### config.mk
export PLATFORM = sky130hd
export DESIGN_NAME = blkwr_tx_seq
export DESIGN_NICKNAME = d
export VERILOG_FILES = /design/src/rtl/blkwr_pkg.sv /design/src/rtl/blkwr_dpath.sv /design/src/rtl/blkwr_ctrl.sv /design/src/rtl/blkwr_tx_seq.sv
export SDC_FILE = /design/constraint.sdc
export NUM_CORES = 1
export LEC_CHECK = 0
export BUFFER_PORTS_ARGS = -buffer_cell sky130_fd_sc_hd__buf_4
export CORE_MARGIN = 3
export CORE_UTILIZATION = 35
export CTS_BUF_LIST = sky130_fd_sc_hd__clkbuf_4
export DETAILED_ROUTE_END_ITERATION = 10
export GPL_TIMING_DRIVEN = 0
export HOLD_SLACK_MARGIN = 0.06
export PLACE_DENSITY = 0.53
export SYNTH_ARGS = -nofsm -noshare
export SYNTH_HDL_FRONTEND = slang
export SYNTH_SLANG_ARGS = --single-unit
### constraint.sdc
create_clock -name clk -period 8.23 [get_ports clk]
set_input_delay 0.4115 -clock clk [delete_from_list [all_inputs] [get_ports clk]]
set_output_delay 0.4115 -clock clk [all_outputs]
set_load 0.01 [all_outputs]
### src/rtl/blkwr_pkg.sv
package blkwr_pkg;
  localparam int DATA_W = 32;
  localparam logic [3:0] TCODE_BWR     = 4'h1;
  localparam logic [3:0] TCODE_WRSP    = 4'h2;
  localparam logic [3:0] ACK_DONE      = 4'h1;
  localparam logic [3:0] ACK_PEND      = 4'h2;
  localparam logic [3:0] RCODE_OK      = 4'h0;
  localparam logic [3:0] RCODE_TIMEOUT = 4'hF;

  typedef enum logic [1:0] {SEL_NONE, SEL_HDR0, SEL_HDR1, SEL_PAY} outSel_e;

  typedef struct packed {
    logic    load;
    logic    advance;
    outSel_e sel;
  } ctlStrobe_t;
endpackage

### src/rtl/blkwr_dpath.sv
module blkwr_dpath
  import blkwr_pkg::*;
#(
  parameter int FIFO_DEPTH = 16,
  parameter int LEN_W      = 16
) (
  input  logic              clk,
  input  logic              rstN,
  input  ctlStrobe_t        strobe,
  input  logic              active,
  input  logic [5:0]        label,
  input  logic [31:0]       cfgAddr,
  input  logic [LEN_W-1:0]  cfgLen,
  input  logic [LEN_W-1:0]  cfgPkt,
  input  logic              dataVld,
  input  logic [DATA_W-1:0] dataIn,
  output logic              dataReq,
  input  logic              linkRdy,
  output logic [DATA_W-1:0] linkData,
  output logic              pktReady,
  output logic [LEN_W-1:0]  curPkt,
  output logic [LEN_W-1:0]  remWords,
  output logic [31:0]       curAddr
);
  localparam int PTR_W = $clog2(FIFO_DEPTH);
  localparam int CNT_W = $clog2(FIFO_DEPTH + 1);

  logic [DATA_W-1:0] mem [FIFO_DEPTH];
  logic [PTR_W-1:0]  wrPtr, rdPtr;
  logic [CNT_W-1:0]  cnt;
  logic [31:0]       addrQ;
  logic [LEN_W-1:0]  remQ, reqLeft, pktQ;
  logic              push, pop;
  logic [15:0]       pktBytes;

  assign curPkt   = (remQ < pktQ) ? remQ : pktQ;
  assign pktBytes = 16'({curPkt, 2'b00});
  assign dataReq  = active && (reqLeft != '0) && (cnt != CNT_W'(FIFO_DEPTH));
  assign push     = dataReq && dataVld;
  assign pop      = (strobe.sel == SEL_PAY) && linkRdy;
  assign pktReady = (LEN_W'(cnt) >= curPkt);
  assign remWords = remQ;
  assign curAddr  = addrQ;

  always_ff @(posedge clk) begin
    if (!rstN) begin
      wrPtr   <= '0;
      rdPtr   <= '0;
      cnt     <= '0;
      addrQ   <= '0;
      remQ    <= '0;
      reqLeft <= '0;
      pktQ    <= '0;
    end else if (strobe.load) begin
      wrPtr   <= '0;
      rdPtr   <= '0;
      cnt     <= '0;
      addrQ   <= cfgAddr;
      remQ    <= cfgLen;
      reqLeft <= cfgLen;
      pktQ    <= cfgPkt;
    end else begin
      if (push) begin
        wrPtr   <= wrPtr + PTR_W'(1);
        reqLeft <= reqLeft - LEN_W'(1);
      end
      if (pop) rdPtr <= rdPtr + PTR_W'(1);
      cnt <= cnt + CNT_W'(push) - CNT_W'(pop);
      if (strobe.advance) begin
        addrQ <= addrQ + 32'({curPkt, 2'b00});
        remQ  <= remQ - curPkt;
      end
    end
  end

  always_ff @(posedge clk) begin
    if (push) mem[wrPtr] <= dataIn;
  end

  always_comb begin
    case (strobe.sel)
      SEL_HDR0: linkData = {pktBytes, label, 2'b00, TCODE_BWR, 4'h0};
      SEL_HDR1: linkData = addrQ;
      SEL_PAY:  linkData = mem[rdPtr];
      default:  linkData = '0;
    endcase
  end
endmodule

### src/rtl/blkwr_ctrl.sv
module blkwr_ctrl
  import blkwr_pkg::*;
#(
  parameter int LEN_W = 16,
  parameter int TO_W  = 8
) (
  input  logic             clk,
  input  logic             rstN,
  input  logic             start,
  input  logic [TO_W-1:0]  cfgTimeout,
  input  logic             pktReady,
  input  logic [LEN_W-1:0] curPkt,
  input  logic [LEN_W-1:0] remWords,
  input  logic             linkRdy,
  input  logic             ackVld,
  input  logic [3:0]       ackCode,
  input  logic             rspVld,
  input  logic [3:0]       rspTcode,
  input  logic [5:0]       rspLabel,
  input  logic [3:0]       rspCode,
  output ctlStrobe_t       strobe,
  output logic [5:0]       label,
  output logic             linkVld,
  output logic             linkSop,
  output logic             linkEop,
  output logic             busy,
  output logic             done,
  output logic             error,
  output logic             irq,
  output logic [3:0]       statAck,
  output logic [3:0]       statRsp
);
  typedef enum logic [2:0] {S_IDLE, S_FILL, S_HDR0, S_HDR1, S_PAY, S_ACK, S_RSP} state_e;

  state_e           state;
  logic [LEN_W-1:0] payCnt;
  logic [TO_W-1:0]  toCnt;
  logic             ackIn, rspMatch, goodAck, goodRsp, fail;

  assign ackIn    = (state == S_ACK) && ackVld;
  assign rspMatch = (state == S_RSP) && rspVld && (rspTcode == TCODE_WRSP) && (rspLabel == label);
  assign goodAck  = ackIn && (ackCode == ACK_DONE);
  assign goodRsp  = rspMatch && (rspCode == RCODE_OK);
  assign fail     = (ackIn && (ackCode != ACK_DONE) && (ackCode != ACK_PEND))
                 || (rspMatch && (rspCode != RCODE_OK))
                 || ((state == S_RSP) && !rspMatch && (toCnt == cfgTimeout));

  assign busy    = (state != S_IDLE);
  assign linkVld = (state == S_HDR0) || (state == S_HDR1) || (state == S_PAY);
  assign linkSop = (state == S_HDR0);
  assign linkEop = (state == S_PAY) && (payCnt == curPkt - LEN_W'(1));

  always_comb begin
    strobe.load    = (state == S_IDLE) && start;
    strobe.advance = goodAck || goodRsp;
    case (state)
      S_HDR0:  strobe.sel = SEL_HDR0;
      S_HDR1:  strobe.sel = SEL_HDR1;
      S_PAY:   strobe.sel = SEL_PAY;
      default: strobe.sel = SEL_NONE;
    endcase
  end

  always_ff @(posedge clk) begin
    if (!rstN) begin
      state   <= S_IDLE;
      label   <= '0;
      payCnt  <= '0;
      toCnt   <= '0;
      done    <= 1'b0;
      error   <= 1'b0;
      irq     <= 1'b0;
      statAck <= '0;
      statRsp <= '0;
    end else begin
      irq <= fail;
      if (fail) begin
        state <= S_IDLE;
        done  <= 1'b1;
        error <= 1'b1;
        label <= label + 6'd1;
      end
      case (state)
        S_IDLE: if (start) begin
          done  <= 1'b0;
          error <= 1'b0;
          state <= S_FILL;
        end
        S_FILL: begin
          if (remWords == '0) begin
            done  <= 1'b1;
            state <= S_IDLE;
          end else if (pktReady) begin
            state <= S_HDR0;
          end
        end
        S_HDR0: if (linkRdy) state <= S_HDR1;
        S_HDR1: if (linkRdy) begin
          state  <= S_PAY;
          payCnt <= '0;
        end
        S_PAY: if (linkRdy) begin
          if (linkEop) state <= S_ACK;
          else payCnt <= payCnt + LEN_W'(1);
        end
        S_ACK: if (ackVld) begin
          statAck <= ackCode;
          statRsp <= RCODE_OK;
          toCnt   <= '0;
          if (goodAck) begin
            state <= S_FILL;
            label <= label + 6'd1;
          end else if (ackCode == ACK_PEND) begin
            state <= S_RSP;
          end
        end
        S_RSP: begin
          if (rspMatch) begin
            statRsp <= rspCode;
            if (goodRsp) begin
              state <= S_FILL;
              label <= label + 6'd1;
            end
          end else if (toCnt == cfgTimeout) begin
            statRsp <= RCODE_TIMEOUT;
          end else begin
            toCnt <= toCnt + TO_W'(1);
          end
        end
        default: state <= S_IDLE;
      endcase
    end
  end
endmodule

### src/rtl/blkwr_tx_seq.sv
module blkwr_tx_seq
  import blkwr_pkg::*;
#(
  parameter int FIFO_DEPTH = 16,
  parameter int LEN_W      = 16,
  parameter int TO_W       = 8
) (
  input  logic              clk,
  input  logic              rstN,
  input  logic              start,
  input  logic [31:0]       cfgAddr,
  input  logic [LEN_W-1:0]  cfgLen,
  input  logic [LEN_W-1:0]  cfgPkt,
  input  logic [TO_W-1:0]   cfgTimeout,
  output logic              dataReq,
  input  logic              dataVld,
  input  logic [DATA_W-1:0] dataIn,
  output logic              linkVld,
  output logic              linkSop,
  output logic              linkEop,
  output logic [DATA_W-1:0] linkData,
  input  logic              linkRdy,
  input  logic              ackVld,
  input  logic [3:0]        ackCode,
  input  logic              rspVld,
  input  logic [3:0]        rspTcode,
  input  logic [5:0]        rspLabel,
  input  logic [3:0]        rspCode,
  output logic              busy,
  output logic              done,
  output logic              error,
  output logic              irq,
  output logic [3:0]        statAck,
  output logic [3:0]        statRsp,
  output logic [31:0]       curAddr,
  output logic [LEN_W-1:0]  remWords
);
  ctlStrobe_t       strobe;
  logic [5:0]       label;
  logic             pktReady;
  logic [LEN_W-1:0] curPkt;

  blkwr_ctrl #(.LEN_W(LEN_W), .TO_W(TO_W)) ctrl_i (
    .clk(clk), .rstN(rstN), .start(start), .cfgTimeout(cfgTimeout),
    .pktReady(pktReady), .curPkt(curPkt), .remWords(remWords), .linkRdy(linkRdy),
    .ackVld(ackVld), .ackCode(ackCode), .rspVld(rspVld), .rspTcode(rspTcode),
    .rspLabel(rspLabel), .rspCode(rspCode), .strobe(strobe), .label(label),
    .linkVld(linkVld), .linkSop(linkSop), .linkEop(linkEop), .busy(busy),
    .done(done), .error(error), .irq(irq), .statAck(statAck), .statRsp(statRsp)
  );

  blkwr_dpath #(.FIFO_DEPTH(FIFO_DEPTH), .LEN_W(LEN_W)) dpath_i (
    .clk(clk), .rstN(rstN), .strobe(strobe), .active(busy), .label(label),
    .cfgAddr(cfgAddr), .cfgLen(cfgLen), .cfgPkt(cfgPkt), .dataVld(dataVld),
    .dataIn(dataIn), .dataReq(dataReq), .linkRdy(linkRdy), .linkData(linkData),
    .pktReady(pktReady), .curPkt(curPkt), .remWords(remWords), .curAddr(curAddr)
  );
endmodule

==> impl_metrics.yaml, run 1 <==
power:
  power_density_mw_per_mm2: 211.7
  p_leak_nw: 12.60
  ir_drop_mv: 0.1255
  power_w: 0.007776
detailed_routing:
  wl_um: 102400
  first_pass_iters: 6
  wl_per_cell_um: 26.58
  drc_errors: 0
  ant_nets: 0
  drt_first_iter_violations: 1643
  vias_per_cell: 5.486
  vias: 21140
cts:
  cts_setup_buffers: 0
  clockBufferDepth: 3
  cts_root_buffer: "clkbuf_4"
  clock-sinks: 653
  h-tree-depth: 4
  cts_tree: "yes"
  clk_pin_slew_worst_paths_ps: 70
  clk_latency_ps: 1040
  cts_made_buffers: 174
worst_setup_path:
  startpoint_type: "flop"
  r2r_cells: 21
  reg2reg_slack_ps: 800
  crit-reg2reg-launch: "dpath_i.remWords[13]$_SDFFE_PN0P_"
  endpoint_kind: "output port"
  cp_data_arrival_time_ps: 7480
  reg2reg_to: "dpath_i.curAddr[20]$_SDFFE_PN0P_"
  worstPathMaxFanout: 10
  crit_type: "flop to output port"
  worstSetupEndpoint: "linkEop"
  startpoint: "dpath_i.remWords[13]$_SDFFE_PN0P_"
  required_ps: 7820
job:
  cap_violations: 1
synthesis:
  async_flop_share: 0
  ys_seq_elements: 653
  seq_area_frac_synth: 0.6163
  syn-num-nets: 2288
  synthDistinctLibCells: 92
  syn-cell-area_mm2: 0.02953
  syn_inst: 2089
  ys_warn_count: 0
  avgSynthCellArea_um2: 14.13
  synth_edf_count: 512
  synth_top_flop_cell: "edfxtp_1"
timing:
  slew_violations: 7
  timing.fmax_mhz: 126.7
  rsz0062_at_grt: "false"
  tightestPinTransition_ps: 1516
  setup_viol: 0
  fin_crit_ps: 7892
  fin_skew_ps: 120.4
  slew_headroom: -0.02134
  hold_ws_ps: 192.2
  worst_slack_ps: 337.5
  setup-tns-final_ps: 0
  final_hold_viol_count: 0
  period_share: 0.9590
placement:
  place.gp.congestion: 0.9758
  port_buffers: 224
  post-place-ws_ps: 1136
  dpl.hpwl_um: 72950
global_route:
  grt_max_degree: 22
  first_global_vias: 21540
  gr-total-overflow: 0
  antenna_found_initial: 8
  grt.total_usage: 0.2328
  grt_pass1_wl_um: 146000
finish:
  area_delta_synth_final_pct: 24.38
  multi_input_area_mm2: 0.01073
  register_area_mm2: 0.01820
  nNetsFinal: 2854
  layout_commonest_cell: "edfxtp_1"
  fill_cells: 7553
  drive_gt1_frac: 0.2682
  final_cell_mix: "512 x edfxtp_1, 256 x clkbuf_4, 231 x buf_4"
die:
  core_area_mm2: 0.08277
  io_pins: 225
  initial_core_util: 0.3567
  die_area_mm2: 0.08788
  die_w_um: 296.4
  rows: 105
  die_h_um: 296.4
status:
  violations: "capacitance limit, slew limit"
  outcome: "finished, violations left"
hold_path:
  hold_class: "input port to flop"
## critical path, stage by stage, from the launching register on
cell,delay (ps)
dfxtp_1,790
ha_1,400
a21oi_1,150
o21ai_1,140
nor2_1,440
clkbuf_1,510
buf_4,310
nand2_2,180
a21oi_2,560
ha_1,590
nor3b_1,250
nand4_1,220
a22oi_1,540
o2111a_1,290
o22a_1,220
nand2_1,120
nor4_1,450
buf_4,230
## report_power, final
part,internal (W),switching (W)
clock,0.00146,0.00138
sequential,0.00361,0.000103
combinational,0.000464,0.000763
## worst min-delay path by stage
stage                                   startpoint  depth (start not counted)  slack, ps                         endpoint
finish                                  cfgAddr[3]                          4        190  dpath_i.curAddr[3]$_SDFFE_PN0P_
global route                            cfgAddr[1]                          4        130  dpath_i.curAddr[1]$_SDFFE_PN0P_
CTS                                      cfgPkt[1]                          4        110     dpath_i.pktQ[1]$_SDFFE_PN0P_
detailed placement  ctrl_i.statAck[3]$_SDFFE_PN0P_                          2        460   ctrl_i.statAck[3]$_SDFFE_PN0P_
global placement    ctrl_i.statAck[2]$_SDFFE_PN0P_                          2        460   ctrl_i.statAck[2]$_SDFFE_PN0P_
floorplan            dpath_i.pktQ[10]$_SDFFE_PN0P_                          2        440    dpath_i.pktQ[10]$_SDFFE_PN0P_
## metal layers
layer  wire [um]  global-route usage  up-vias
met5           0                   0        -
li1            -                   -     9351
met2       50030              0.3915      871
met1       41880              0.2952    10720
met4        3737             0.09544        0
met3        6743             0.04711      193
## cell type report
type | instances | area share
tap | 1070 | 0.03645
clock buffer | 256 | 0.05233
inverter | 71 | 0.007257
timing repair buffer | 390 | 0.09676
sequential | 653 | 0.4955
antenna | 9 | 0.0006132
multi-input combinational | 1258 | 0.2921
clock inverter | 39 | 0.006780
buffer | 107 | 0.01216
## sequential cells by signal, indices dropped and copies added, names as in the netlist, 5 cells and up, named ones only
signal / cells
ctrl_i.payCnt: 16
dpath_i.remWords: 16
dpath_i.curAddr: 32
dpath_i.pktQ: 16
dpath_i.cnt: 5
dpath_i.mem: 512
dpath_i.reqLeft: 16
ctrl_i.label: 6
ctrl_i.toCnt: 8
## per-stage QoR
stage | instances | utilization | instance area [um2]
4_1_cts | 3844 | 0.4434 | 36700
5_1_grt | 3850 | 0.4436 | 36720
3_5_place_dp | 3415 | 0.4010 | 33190
3_3_place_gp | 3383 | 0.3932 | 32550
6_report | 3853 | 0.4437 | 36730
2_1_floorplan | 2089 | - | 29530
## cell usage after synthesis (4+ instances only)
master / count / area share
a21o_1: 11 / 0.0028
nand4_1: 13 / 0.0028
buf_4: 5 / 0.0013
a311oi_1: 10 / 0.0030
and2_1: 11 / 0.0023
a211oi_1: 10 / 0.0025
mux4_2: 160 / 0.12
edfxtp_1: 512 / 0.52
xor2_1: 38 / 0.011
o31ai_1: 11 / 0.0028
or4_1: 17 / 0.0043
nor3_1: 35 / 0.0059
a211o_1: 4 / 0.0012
clkbuf_1: 79 / 0.010
or3_1: 20 / 0.0042
nand3_1: 43 / 0.0073
a22o_1: 12 / 0.0036
inv_1: 70 / 0.0089
a21oi_1: 151 / 0.026
nor4_1: 13 / 0.0028
o21a_1: 6 / 0.0015
o2111ai_1: 6 / 0.0018
a21boi_0: 5 / 0.0013
and3_1: 16 / 0.0034
and4_1: 6 / 0.0018
ha_1: 67 / 0.028
nor3b_1: 5 / 0.0013
o21ai_1: 14 / 0.0024
nand2_1: 175 / 0.022
nand2b_1: 15 / 0.0032
o22ai_1: 4 / 0.00085
a31oi_1: 12 / 0.0025
dfxtp_1: 141 / 0.096
xnor2_1: 55 / 0.016
o31a_1: 4 / 0.0012
o21ai_0: 84 / 0.014
or2_2: 5 / 0.0011
buf_1: 20 / 0.0025
a21oi_2: 5 / 0.0015
nor2_1: 109 / 0.014
o211ai_1: 13 / 0.0033
nor2b_1: 15 / 0.0032
a22oi_1: 7 / 0.0018
mux2i_1: 11 / 0.0037
## timing repair
item,4_1_cts,5_1_grt
hold buffers,134,0
hold endpoints to repair,623,0
resized for setup,0,1
endpoints found under the setup margin,0,1
## kinds of logic (layout without fill, tap and decap cells)
family,count (synthesis),in the layout,share of synthesized area
compound gates,404,404,0.08717
mux,171,171,0.1258
xor+xnor,95,95,0.02915
other cells,0,9,0
simple gates,518,518,0.08700
fa+ha+maj,70,70,0.03043
flops,653,653,0.6163
buf+inv,178,863,0.02415
No activity file was read; power rests on OpenSTA's default activity.
==> run 2: changes to the inputs <==
- PLACE_DENSITY: 0.53 -> unset
==> run 2 against run 1 <==
Against the previous run: the run now ends clean; register-to-register slack got worse by 50 ps; clock power fell by 1%; final area fell by 0.15%; via count fell by 0.17%; critical path type unchanged.
==> impl_metrics.yaml, run 2 (synthesized netlist as in run 1, its figures left out) <==
worst_setup_path:
  critPathSlowestCell: "nor4_1"
  cp_data_arrival_time_ps: 7280
  worstPathMaxFanout: 10
  required_ps: 7820
  cp_top_family: "simple AND/OR/NAND/NOR gates"
  path_cells: "clkbuf_1 > inv_1 > ha_1 > a21oi_1 > o21ai_1 > nor2_1 > clkbuf_1 > buf_4 > nand2_2 > a21oi_2 > ha_1 > nor3b_1 > nand4_1 > o2bb2a_1 > xnor3_1 > nor4_4 > nand2_1 > nor4_1 > buf_4"
  worst-path-buf-inv: 5
  endpoint_kind: "output port"
  r2r_cells: 25
  crit-reg2reg-launch: "dpath_i.pktQ[15]$_SDFFE_PN0P_"
  reg2reg_slack_ps: 750
  startpoint_type: "flop"
  slowest_delay_ps: 600
  reg2reg_to: "dpath_i.curAddr[20]$_SDFFE_PN0P_"
  crit_type: "flop to output port"
timing:
  rsz0062_at_grt: "false"
  setup-tns-final_ps: 0
  fin_skew_ps: 57.16
  timing.fmax_mhz: 130.0
  period_share: 0.9345
  final_hold_viol_count: 0
  tightestPinTransition_ps: 1346
  setup_viol: 0
  slew_violations: 0
  worst_slack_ps: 539.3
  fin_crit_ps: 7691
  slew_headroom: 0.09914
global_route:
  busiest_layer: "met2"
  grt.total_usage: 0.2247
  grt_pass1_wl_um: 142900
  grt_max_degree: 19
  antenna_found_initial: 11
  grt_util_met2: 0.3784
  gr-total-overflow: 0
  grt_use_met3: 0.05249
  first_global_vias: 21580
  use_met1: 0.2824
detailed_routing:
  drt_first_iter_violations: 1823
  vias: 21100
  drc_errors: 0
  ant_nets: 0
  first_pass_iters: 5
  wl_um: 98750
  wl_per_cell_um: 25.66
  vias_per_cell: 5.484
die:
  rows: 105
  die_w_um: 296.4
  die_h_um: 296.4
  core_area_mm2: 0.08277
  die_area_mm2: 0.08788
  initial_core_util: 0.3567
  io_pins: 225
job:
  cap_violations: 0
finish:
  layout_commonest_cell: "edfxtp_1"
  postLayoutCoreUtil: 0.4430
  nNetsFinal: 2852
  largest_reg_flops: 512
  area_delta_synth_final_pct: 24.19
  drive_gt1_frac: 0.2671
  regMostFlops: "dpath_i.mem"
  stdcell_area_mm2: 0.03667
  final_cell_mix: "512 x edfxtp_1, 244 x clkbuf_4, 230 x buf_4"
cts:
  h-tree-depth: 4
  cts_made_buffers: 169
  clk_latency_ps: 1020
  clk_pin_slew_worst_paths_ps: 70
  cts_tree: "yes"
  clockBufferDepth: 3
  cts_root_buffer: "clkbuf_4"
  clock-sinks: 653
hold_path:
  hold_class: "input port to flop"
  whs_path_depth: 4
  min_to: "dpath_i.curAddr[0]$_SDFFE_PN0P_"
  min_from: "cfgAddr[0]"
power:
  ir_drop_mv: 0.1203
  power_w: 0.007712
  p_leak_nw: 12.58
  power_density_mw_per_mm2: 210.3
status:
  outcome: "finished clean"
placement:
  port_buffers: 224
  placed_area_mm2: 0.03316
  place.gp.congestion: 0.9560
  post-place-ws_ps: 1256
  dpl.hpwl_um: 71760
run 2: worst max path at each step:
stage	start	end	depth (start not counted)
floorplan	dpath_i.pktQ[11]$_SDFFE_PN0P_	dpath_i.curAddr[24]$_SDFFE_PN0P_	25
global placement	ctrl_i.state[0]$_SDFF_PN0_	dpath_i.mem[2][10]$_DFFE_PP_	9
detailed placement	dpath_i.pktQ[15]$_SDFFE_PN0P_	dpath_i.curAddr[20]$_SDFFE_PN0P_	23
CTS	dpath_i.pktQ[15]$_SDFFE_PN0P_	linkEop	19
global route	dpath_i.pktQ[15]$_SDFFE_PN0P_	linkEop	19
finish	dpath_i.pktQ[15]$_SDFFE_PN0P_	linkEop	19
run 2: per-layer routing:
metal	routed length, um	part of all wire
met5	21	0.00021
met4	3231	0.033
met3	7207	0.073
met2	48500	0.49
met1	39790	0.40
run 2: worst reg2reg max path, stage by stage, from the launching register on:
cell,delay (ps)
dfxtp_1,300
clkbuf_1,420
inv_1,100
ha_1,350
a21oi_1,160
o21ai_1,140
or2_4,310
nor2_2,400
clkbuf_1,530
clkbuf_1,430
nor2_1,70
a21oi_1,560
inv_1,100
ha_1,320
inv_1,120
a21oi_1,90
o21ai_0,280
a21boi_0,230
o2111ai_1,350
nand3_1,200
a41oi_1,430
o21a_1,220
clkbuf_1,330
nor4_1,90
o311a_1,290
dlygate4sd3_1,550
run 2: repair_timing:
action,4_1_cts,5_1_grt
hold endpoints to repair,625,0
setup endpoints to repair,0,1
buffers inserted,0,0
hold buffers,136,0
resized for setup,0,1
run 2: area by class of cell:
type / count / area (um2)
Antenna cell: 8 / 20.02
Buffer: 107 / 446.7
Clock buffer: 244 / 1832
Clock inverter: 44 / 295.3
Fill cell: 7493 / 46100
Inverter: 71 / 266.5
Multi-Input combinational cell: 1258 / 10730
Sequential cell: 653 / 18200
Tap cell: 1070 / 1339
Timing Repair Buffer: 393 / 3538
run 2: report_power, final:
part | leakage (nW) | internal [W] | total, W | switching (W)
clock network | 1.26 | 0.00141 | 0.00280 | 0.00139
logic | 5.56 | 0.000467 | 0.00120 | 0.000737
registers | 5.76 | 0.00361 | 0.00371 | 0.0000990
total | 12.6 | 0.00548 | 0.00771 | 0.00223
run 2: stage by stage:
stage / instances / hold WS [ps]
2_1_floorplan: 2089 / 444.0
3_3_place_gp: 3383 / 451.3
3_5_place_dp: 3416 / 460.8
4_1_cts: 3840 / 105.5
5_1_grt: 3844 / 129.5
6_report: 3848 / 211.4
